### src/rtl/adc_cal_pkg.sv
package adc_cal_pkg;

  typedef enum logic [2:0] {
    ST_PD     = 3'd0,
    ST_INIT   = 3'd1,
    ST_CAL    = 3'd2,
    ST_NORMAL = 3'd3,
    ST_PM     = 3'd4
  } seq_state_t;

endpackage

### src/rtl/adc_seq_fsm.sv
module adc_seq_fsm
  import adc_cal_pkg::*;
#(
  parameter int CAL_TICKS  = 4128,
  parameter int INIT_TICKS = 4,
  parameter int AVG_LOG2   = 12
) (
  input  logic       clk,
  input  logic       pdn_n,
  input  logic       fs_tick,
  input  logic       pm_ok,
  output seq_state_t state,
  output logic       init_done,
  output logic       cal_done,
  output logic       acc_clr,
  output logic       acc_en
);

  localparam int MAX_CNT = (CAL_TICKS > INIT_TICKS) ? CAL_TICKS : INIT_TICKS;
  localparam int CNT_W   = $clog2(MAX_CNT);
  localparam logic [CNT_W-1:0] INIT_LAST = CNT_W'(INIT_TICKS - 1);
  localparam logic [CNT_W-1:0] CAL_LAST  = CNT_W'(CAL_TICKS - 1);
  localparam logic [CNT_W-1:0] WIN_START = CNT_W'(CAL_TICKS - (1 << AVG_LOG2));

  seq_state_t       nxt;
  logic [CNT_W-1:0] cnt;

  // phase events, brought out for the checker and the datapath
  assign init_done = (state == ST_INIT) && fs_tick && (cnt == INIT_LAST);
  assign cal_done  = (state == ST_CAL)  && fs_tick && (cnt == CAL_LAST);
  assign acc_clr   = (state == ST_INIT);
  assign acc_en    = (state == ST_CAL)  && (cnt >= WIN_START);

  always_comb begin
    nxt = state;
    case (state)
      ST_PD:     nxt = ST_INIT;
      ST_INIT:   if (init_done) nxt = ST_CAL;
      ST_CAL:    if (cal_done)  nxt = ST_NORMAL;
      ST_NORMAL: if (!pm_ok)    nxt = ST_PM;
      ST_PM:     if (pm_ok)     nxt = ST_NORMAL;
      default:   nxt = ST_PD;
    endcase
  end

  always_ff @(posedge clk) begin
    if (!pdn_n) begin
      state <= ST_PD;
      cnt   <= '0;
    end else begin
      state <= nxt;
      if (nxt != state)
        cnt <= '0;
      else if (fs_tick && (state == ST_INIT || state == ST_CAL))
        cnt <= cnt + 1'b1;
    end
  end

endmodule

### src/rtl/adc_offset_chan.sv
module adc_offset_chan #(
  parameter int SMP_W    = 24,
  parameter int AVG_LOG2 = 12
) (
  input  logic             clk,
  input  logic             pdn_n,
  input  logic             smp_tick,
  input  logic             acc_clr,
  input  logic             acc_en,
  input  logic             cal_store,
  input  logic             zero_out,
  input  logic [SMP_W-1:0] smp_in,
  output logic [SMP_W-1:0] out_word
);

  localparam int ACC_W = SMP_W + AVG_LOG2 + 1;

  function automatic logic signed [ACC_W-1:0] widen(input logic [SMP_W-1:0] v);
    widen = {{(ACC_W-SMP_W){v[SMP_W-1]}}, v};
  endfunction

  function automatic logic [SMP_W-1:0] mean_of(input logic signed [ACC_W-1:0] s);
    logic signed [ACC_W-1:0] q;
    q = s >>> AVG_LOG2;
    mean_of = q[SMP_W-1:0];
  endfunction

  function automatic logic [SMP_W-1:0] sat_sub(input logic [SMP_W-1:0] a,
                                               input logic [SMP_W-1:0] b);
    logic [SMP_W:0] d;
    d = {a[SMP_W-1], a} - {b[SMP_W-1], b};
    if (d[SMP_W] != d[SMP_W-1])
      sat_sub = d[SMP_W] ? {1'b1, {(SMP_W-1){1'b0}}} : {1'b0, {(SMP_W-1){1'b1}}};
    else
      sat_sub = d[SMP_W-1:0];
  endfunction

  logic signed [ACC_W-1:0] acc;
  logic signed [ACC_W-1:0] acc_sum;
  logic [SMP_W-1:0]        offset;

  assign acc_sum = acc + widen(smp_in);

  always_ff @(posedge clk) begin
    if (!pdn_n) begin
      acc    <= '0;
      offset <= '0;
    end else begin
      if (acc_clr)
        acc <= '0;
      else if (smp_tick && acc_en)
        acc <= acc_sum;
      if (smp_tick && cal_store)
        offset <= mean_of(acc_sum);
    end
  end

  always_ff @(posedge clk) begin
    if (!pdn_n || zero_out)
      out_word <= '0;
    else if (smp_tick)
      out_word <= sat_sub(smp_in, offset);
  end

endmodule

### src/rtl/adc_wr_ctl.sv
module adc_wr_ctl
  import adc_cal_pkg::*;
#(
  parameter int ADDR_W    = 3,
  parameter int DATA_W    = 8,
  parameter int LOCK_ADDR = 1,
  parameter int MUTE_ADDR = 2,
  parameter int MUTE_BIT  = 0
) (
  input  logic                   clk,
  input  logic                   pdn_n,
  input  seq_state_t             state,
  input  logic [ADDR_W-1:0]      wr_addr,
  input  logic [DATA_W-1:0]      wr_data,
  input  logic                   wr_stb,
  output logic [(1<<ADDR_W)-1:0] wr_gate,
  output logic                   pga_mute
);

  localparam int NUM_ADDR = 1 << ADDR_W;

  logic open_all;
  logic open_most;
  logic wr_take;

  assign open_all  = (state == ST_NORMAL) || (state == ST_PM);
  assign open_most = (state == ST_CAL);

  for (genvar a = 0; a < NUM_ADDR; a++) begin : g_gate
    if (a == LOCK_ADDR) begin : g_lock
      assign wr_gate[a] = open_all;
    end else begin : g_free
      assign wr_gate[a] = open_all || open_most;
    end
  end

  assign wr_take = wr_stb && wr_gate[wr_addr];

  always_ff @(posedge clk) begin
    if (!pdn_n)
      pga_mute <= 1'b1;
    else if (state == ST_INIT)
      pga_mute <= 1'b1;
    else if (wr_take && wr_addr == ADDR_W'(MUTE_ADDR))
      pga_mute <= wr_data[MUTE_BIT];
  end

endmodule

### src/rtl/adc_cal_seq.sv
module adc_cal_seq
  import adc_cal_pkg::*;
#(
  parameter int SMP_W      = 24,
  parameter int ADDR_W     = 3,
  parameter int DATA_W     = 8,
  parameter int CAL_TICKS  = 4128,
  parameter int INIT_TICKS = 4,
  parameter int AVG_LOG2   = 12,
  parameter int LOCK_ADDR  = 1,
  parameter int MUTE_ADDR  = 2,
  parameter int MUTE_BIT   = 0
) (
  input  logic                   clk,
  input  logic                   pdn_n,
  input  logic                   fs_tick,
  input  logic                   pm0,
  input  logic                   pm1,
  input  logic [ADDR_W-1:0]      wr_addr,
  input  logic [DATA_W-1:0]      wr_data,
  input  logic                   wr_stb,
  input  logic [SMP_W-1:0]       smp_l,
  input  logic [SMP_W-1:0]       smp_r,
  output logic                   regs_rst,
  output logic                   cal_busy,
  output logic                   pga_mute,
  output logic [(1<<ADDR_W)-1:0] wr_gate,
  output logic                   force_zero,
  output logic [SMP_W-1:0]       out_l,
  output logic [SMP_W-1:0]       out_r
);

  localparam int NUM_CH = 2;

  seq_state_t       state;
  logic             pm_ok;
  logic             zero_out;
  logic             init_done;
  logic             cal_done;
  logic             acc_clr;
  logic             acc_en;
  logic [SMP_W-1:0] smp_a [NUM_CH];
  logic [SMP_W-1:0] out_a [NUM_CH];

  assign pm_ok      = pm0 && pm1;
  assign zero_out   = (state != ST_NORMAL) || !pm_ok;
  assign regs_rst   = !pdn_n || (state == ST_PD);
  assign cal_busy   = (state == ST_CAL);
  assign force_zero = zero_out || !pdn_n;

  adc_seq_fsm #(
    .CAL_TICKS (CAL_TICKS),
    .INIT_TICKS(INIT_TICKS),
    .AVG_LOG2  (AVG_LOG2)
  ) u_fsm (
    .clk      (clk),
    .pdn_n    (pdn_n),
    .fs_tick  (fs_tick),
    .pm_ok    (pm_ok),
    .state    (state),
    .init_done(init_done),
    .cal_done (cal_done),
    .acc_clr  (acc_clr),
    .acc_en   (acc_en)
  );

  adc_wr_ctl #(
    .ADDR_W   (ADDR_W),
    .DATA_W   (DATA_W),
    .LOCK_ADDR(LOCK_ADDR),
    .MUTE_ADDR(MUTE_ADDR),
    .MUTE_BIT (MUTE_BIT)
  ) u_wr (
    .clk     (clk),
    .pdn_n   (pdn_n),
    .state   (state),
    .wr_addr (wr_addr),
    .wr_data (wr_data),
    .wr_stb  (wr_stb),
    .wr_gate (wr_gate),
    .pga_mute(pga_mute)
  );

  assign smp_a[0] = smp_l;
  assign smp_a[1] = smp_r;

  for (genvar c = 0; c < NUM_CH; c++) begin : g_chan
    adc_offset_chan #(
      .SMP_W   (SMP_W),
      .AVG_LOG2(AVG_LOG2)
    ) u_chan (
      .clk      (clk),
      .pdn_n    (pdn_n),
      .smp_tick (fs_tick),
      .acc_clr  (acc_clr),
      .acc_en   (acc_en),
      .cal_store(cal_done),
      .zero_out (zero_out),
      .smp_in   (smp_a[c]),
      .out_word (out_a[c])
    );
  end

  assign out_l = out_a[0];
  assign out_r = out_a[1];

endmodule

### config.mk
export PLATFORM = sky130hd
export DESIGN_NAME = adc_cal_seq
export DESIGN_NICKNAME = d
export VERILOG_FILES = /design/src/rtl/adc_cal_pkg.sv /design/src/rtl/adc_seq_fsm.sv /design/src/rtl/adc_offset_chan.sv /design/src/rtl/adc_wr_ctl.sv /design/src/rtl/adc_cal_seq.sv
export SDC_FILE = /design/constraint.sdc
export NUM_CORES = 1
export LEC_CHECK = 0
export ABC_CLOCK_PERIOD_IN_PS = 3600
export BUFFER_PORTS_ARGS = -buffer_cell sky130_fd_sc_hd__buf_2
export CAP_MARGIN = 40
export CORE_MARGIN = 3
export CORE_UTILIZATION = 26
export CTS_BUF_LIST = sky130_fd_sc_hd__clkbuf_4
export CTS_CLUSTER_SIZE = 10
export DETAILED_ROUTE_END_ITERATION = 10
export PLACE_DENSITY = 0.45
export SLEW_MARGIN = 20
export SYNTH_ARGS = -nofsm -noshare
export SYNTH_HDL_FRONTEND = slang
export SYNTH_SLANG_ARGS = --single-unit
### constraint.sdc
create_clock -name clk -period 3.6 [get_ports clk]
set_input_delay 0 -clock clk [delete_from_list [all_inputs] [get_ports clk]]
set_output_delay 0 -clock clk [all_outputs]
set_load 0.005 [all_outputs]
==> results.ini <==
[sta]
achievable-frequency_mhz = 292
setup_viol = 0
fin_setup_tns_ns = 0
finalCritPeriodShare_pct = 95.3
drv_slew = 0
finalHoldViolCount = 0
relSlewSlack_pct = 45.8
worstMarginPinSlew_ns = 0.813
finalCriticalPeriod_ns = 3.43
rsz0062_at_grt = no
clock_skew_ns = 0.0292
whs_ns = 0.153
fin_ws_ns = 0.170

[floorplanning]
io_pins = 125
die_area_sq_um = 54500
rows = 82
core_region_area_sq_um = 50600
die_h_um = 233
start_util_pct = 26.6
dieWidth_um = 233

[clock_network]
cts_buffer_depth = 2
cts_root_buf = clkbuf_4
cts_sinks = 185
numCtsBuffers = 17
clk_pin_slew_ns = 0.18
tritoncts = yes
htreeDepth = 4
clock_latency_ns = 0.75
postCtsSetupBuffers = 0

[synth]
synth_sequential_area_ratio_pct = 27.6
async_flop_share_pct = 0
netlist.area_leader.share_pct = 27.6
synth_enable_flop_cells = 0
synth_commonest_cells = nand2_1 (234), a21oi_1 (211), dfxtp_1 (185), o21ai_0 (130), ha_1 (120)
ys_types = 76
avgSynthCellArea_sq_um = 7.70
yosysTopAreaCell = dfxtp_1
synth.area.top_cells = dfxtp_1 (28%), ha_1 (11%), a21oi_1 (7.9%)
ys_ff_latch = 185
synth_most_common_cell = nand2_1
yosys_warnings = 0
synth-main-ff-cell = dfxtp_1
syn_inst = 1745
syn_area_sq_um = 13400
synth_fp_nets = 1934

[critical_path]
cp_data_required_time_ns = 4.29
r2r_start = g_chan[1].u_chan.acc[0]$_SDFFE_PP0P_
r2r_end = g_chan[1].u_chan.acc[12]$_SDFFE_PP0P_
r2r_cells = 13
worstSetupEndpointType = register
path_class = reg2reg
cp.arrival_ns = 4.12
setup.worst_path.end = g_chan[1].u_chan.acc[12]$_SDFFE_PP0P_
cp_max_fo = 3
r2r_setup_slack_ns = 0.17
critPathLaunch = g_chan[1].u_chan.acc[0]$_SDFFE_PP0P_
worstSetupStartpointType = register

[pwr]
clkPwrFrac_pct = 32.5
p_leak_nw = 6.40
seqPwrFrac_pct = 48.7
power_density_nw_per_um2 = 265
swShare_pct = 31.4
p_int_mw = 2.89
combPwrFrac_pct = 18.8
ir_worst_vdd_v = 0.000229
p_sw_mw = 1.33

[drt]
firstDrtPassIters = 5
wire_per_inst_um = 15.8
vias_per_cell = 4.91
first_iter_violations = 669
ant_nets = 0
routed_wl_um = 40700
remaining_drc_errors = 0
num_vias = 12632

[cells_and_area]
area_growth_pct = 18.5
final_area_sq_um = 15900
num-nets-final = 2077
multi_input_area_sq_um = 9130
seq_area_sq_um = 3700
instances_no_fill = 2574
drive_above_1_share_pct = 12.4
fill_cells = 5502

[grt]
grt_max_degree = 77
use_met3_pct = 2.90
met2_usage_pct = 24.3
grt_usage_pct = 15.1
overflow = 0
antenna_found_initial = 1
met1_usage_pct = 20.1
grt_first_pass_wirelength_um = 64900
gr-max-usage-layer = met2
grt_pass1_vias = 12067

[placement]
gp_congestion = 0.854
portBuffers = 117
placed_area_sq_um = 14700
placed_cells = 2461
hpwl_um = 29800
place_ws_ns = 0.193

[flow_run]
drv_cap = 0

[min_path]
hold_path.class = in2reg
hold_depth = 3

[status]
outcome = completed

==> stage by stage <==
step | power (mW) | utilization, %
2_1_floorplan | 2.61 | -
5_1_grt | 4.46 | 31.5
3_3_place_gp | 2.82 | 29.1
3_5_place_dp | 2.82 | 29.1
4_1_cts | 4.30 | 31.3
6_report | 4.22 | 31.5
==> logic make-up (layout without fill, tap and decap cells) <==
family	count (synthesis)	in the layout	share of synthesized area [%]
compound gates	598	598	28.1
simple gates	530	530	18.0
flops	185	185	27.6
buf+inv	170	326	5.12
fa+ha+maj	149	149	13.8
xor+xnor	109	109	7.10
mux	4	4	0.298
other cells	0	1	0
==> worst max-delay path, cell delays in order, from the launching register on <==
cell           delay [ns]
dfxtp_1              0.35
ha_1                 0.22
fa_1                 0.46
a211oi_2             0.28
o21ai_1              0.19
a21o_1               0.20
a21o_1               0.21
a211oi_2             0.25
o21bai_1             0.12
a21oi_1              0.18
xnor2_1              0.16
dlygate4sd3_1        0.57
nand2_1              0.05
a21oi_1              0.12
==> worst min-delay path by stage <==
stage          slack, ns       start                          to
5_1_grt             0.12       pdn_n   u_fsm.state[0]$_SDFF_PN0_
4_1_cts             0.03       pdn_n   u_fsm.state[0]$_SDFF_PN0_
3_3_place_gp        0.24  wr_data[0]  u_wr.pga_mute$_SDFFE_PP1P_
2_1_floorplan       0.15  wr_data[0]  u_wr.pga_mute$_SDFFE_PP1P_
3_5_place_dp        0.25  wr_data[0]  u_wr.pga_mute$_SDFFE_PP1P_
6_report            0.15       pdn_n   u_fsm.state[0]$_SDFF_PN0_
==> final cells by class <==
cell class | count | share of cell area, %
clock inverter | 14 | 1.19
clock buffer | 18 | 0.849
sequential | 185 | 23.3
multi-input combinational | 1390 | 57.3
inverter | 78 | 1.84
tap | 672 | 5.28
timing repair buffer | 216 | 10.2
antenna | 1 | 0.0157
==> sequential cells by signal, indices dropped and copies added, names as in the netlist <==
register	flops
g_chan.u_chan.acc	72
g_chan.u_chan.offset	48
g_chan.u_chan.out_word	48
u_fsm.cnt	13
u_fsm.state	3
u_wr.pga_mute	1
==> power by group through the flow <==
stage	sequential, mW	combinational [mW]	clock, mW
floorplan	2.09	0.515	0
global placement	2.10	0.722	0
detailed placement	2.10	0.729	0
CTS	2.05	0.791	1.46
global route	2.06	0.881	1.52
finish	2.05	0.793	1.37
==> per-layer routing <==
layer	share of wire, %	up-vias
met3	3.5	45
li1	-	6526
met2	45	209
met4	2.4	0
met1	49	5852
met5	0	-
==> placed cells by master (no fill, tap or decap), drive strengths merged, types with 9 or more instances in the layout <==
cell type    instances
nand2              235
a21oi              218
dfxtp              185
buf                137
o21ai              134
ha                 120
nor2               104
inv                 82
dlygate4sd3         79
xnor2               66
a21o                63
nand3               57
xor2                43
a21boi              33
a211oi              27
nand4               26
maj3                25
o21a                21
clkbuf              18
nor3                18
o211ai              15
and3                15
nand2b              14
o21bai              14
a31oi               12
and2                11
nor2b               10
or3                  9
a211o                9
==> timing repair <==
item	4_1_cts	5_1_grt
endpoints found under the setup margin	0	52
gates resized for setup	0	10
endpoints found under the hold margin	178	0
hold buffers	79	0
Power figures use the tool's default switching activity.
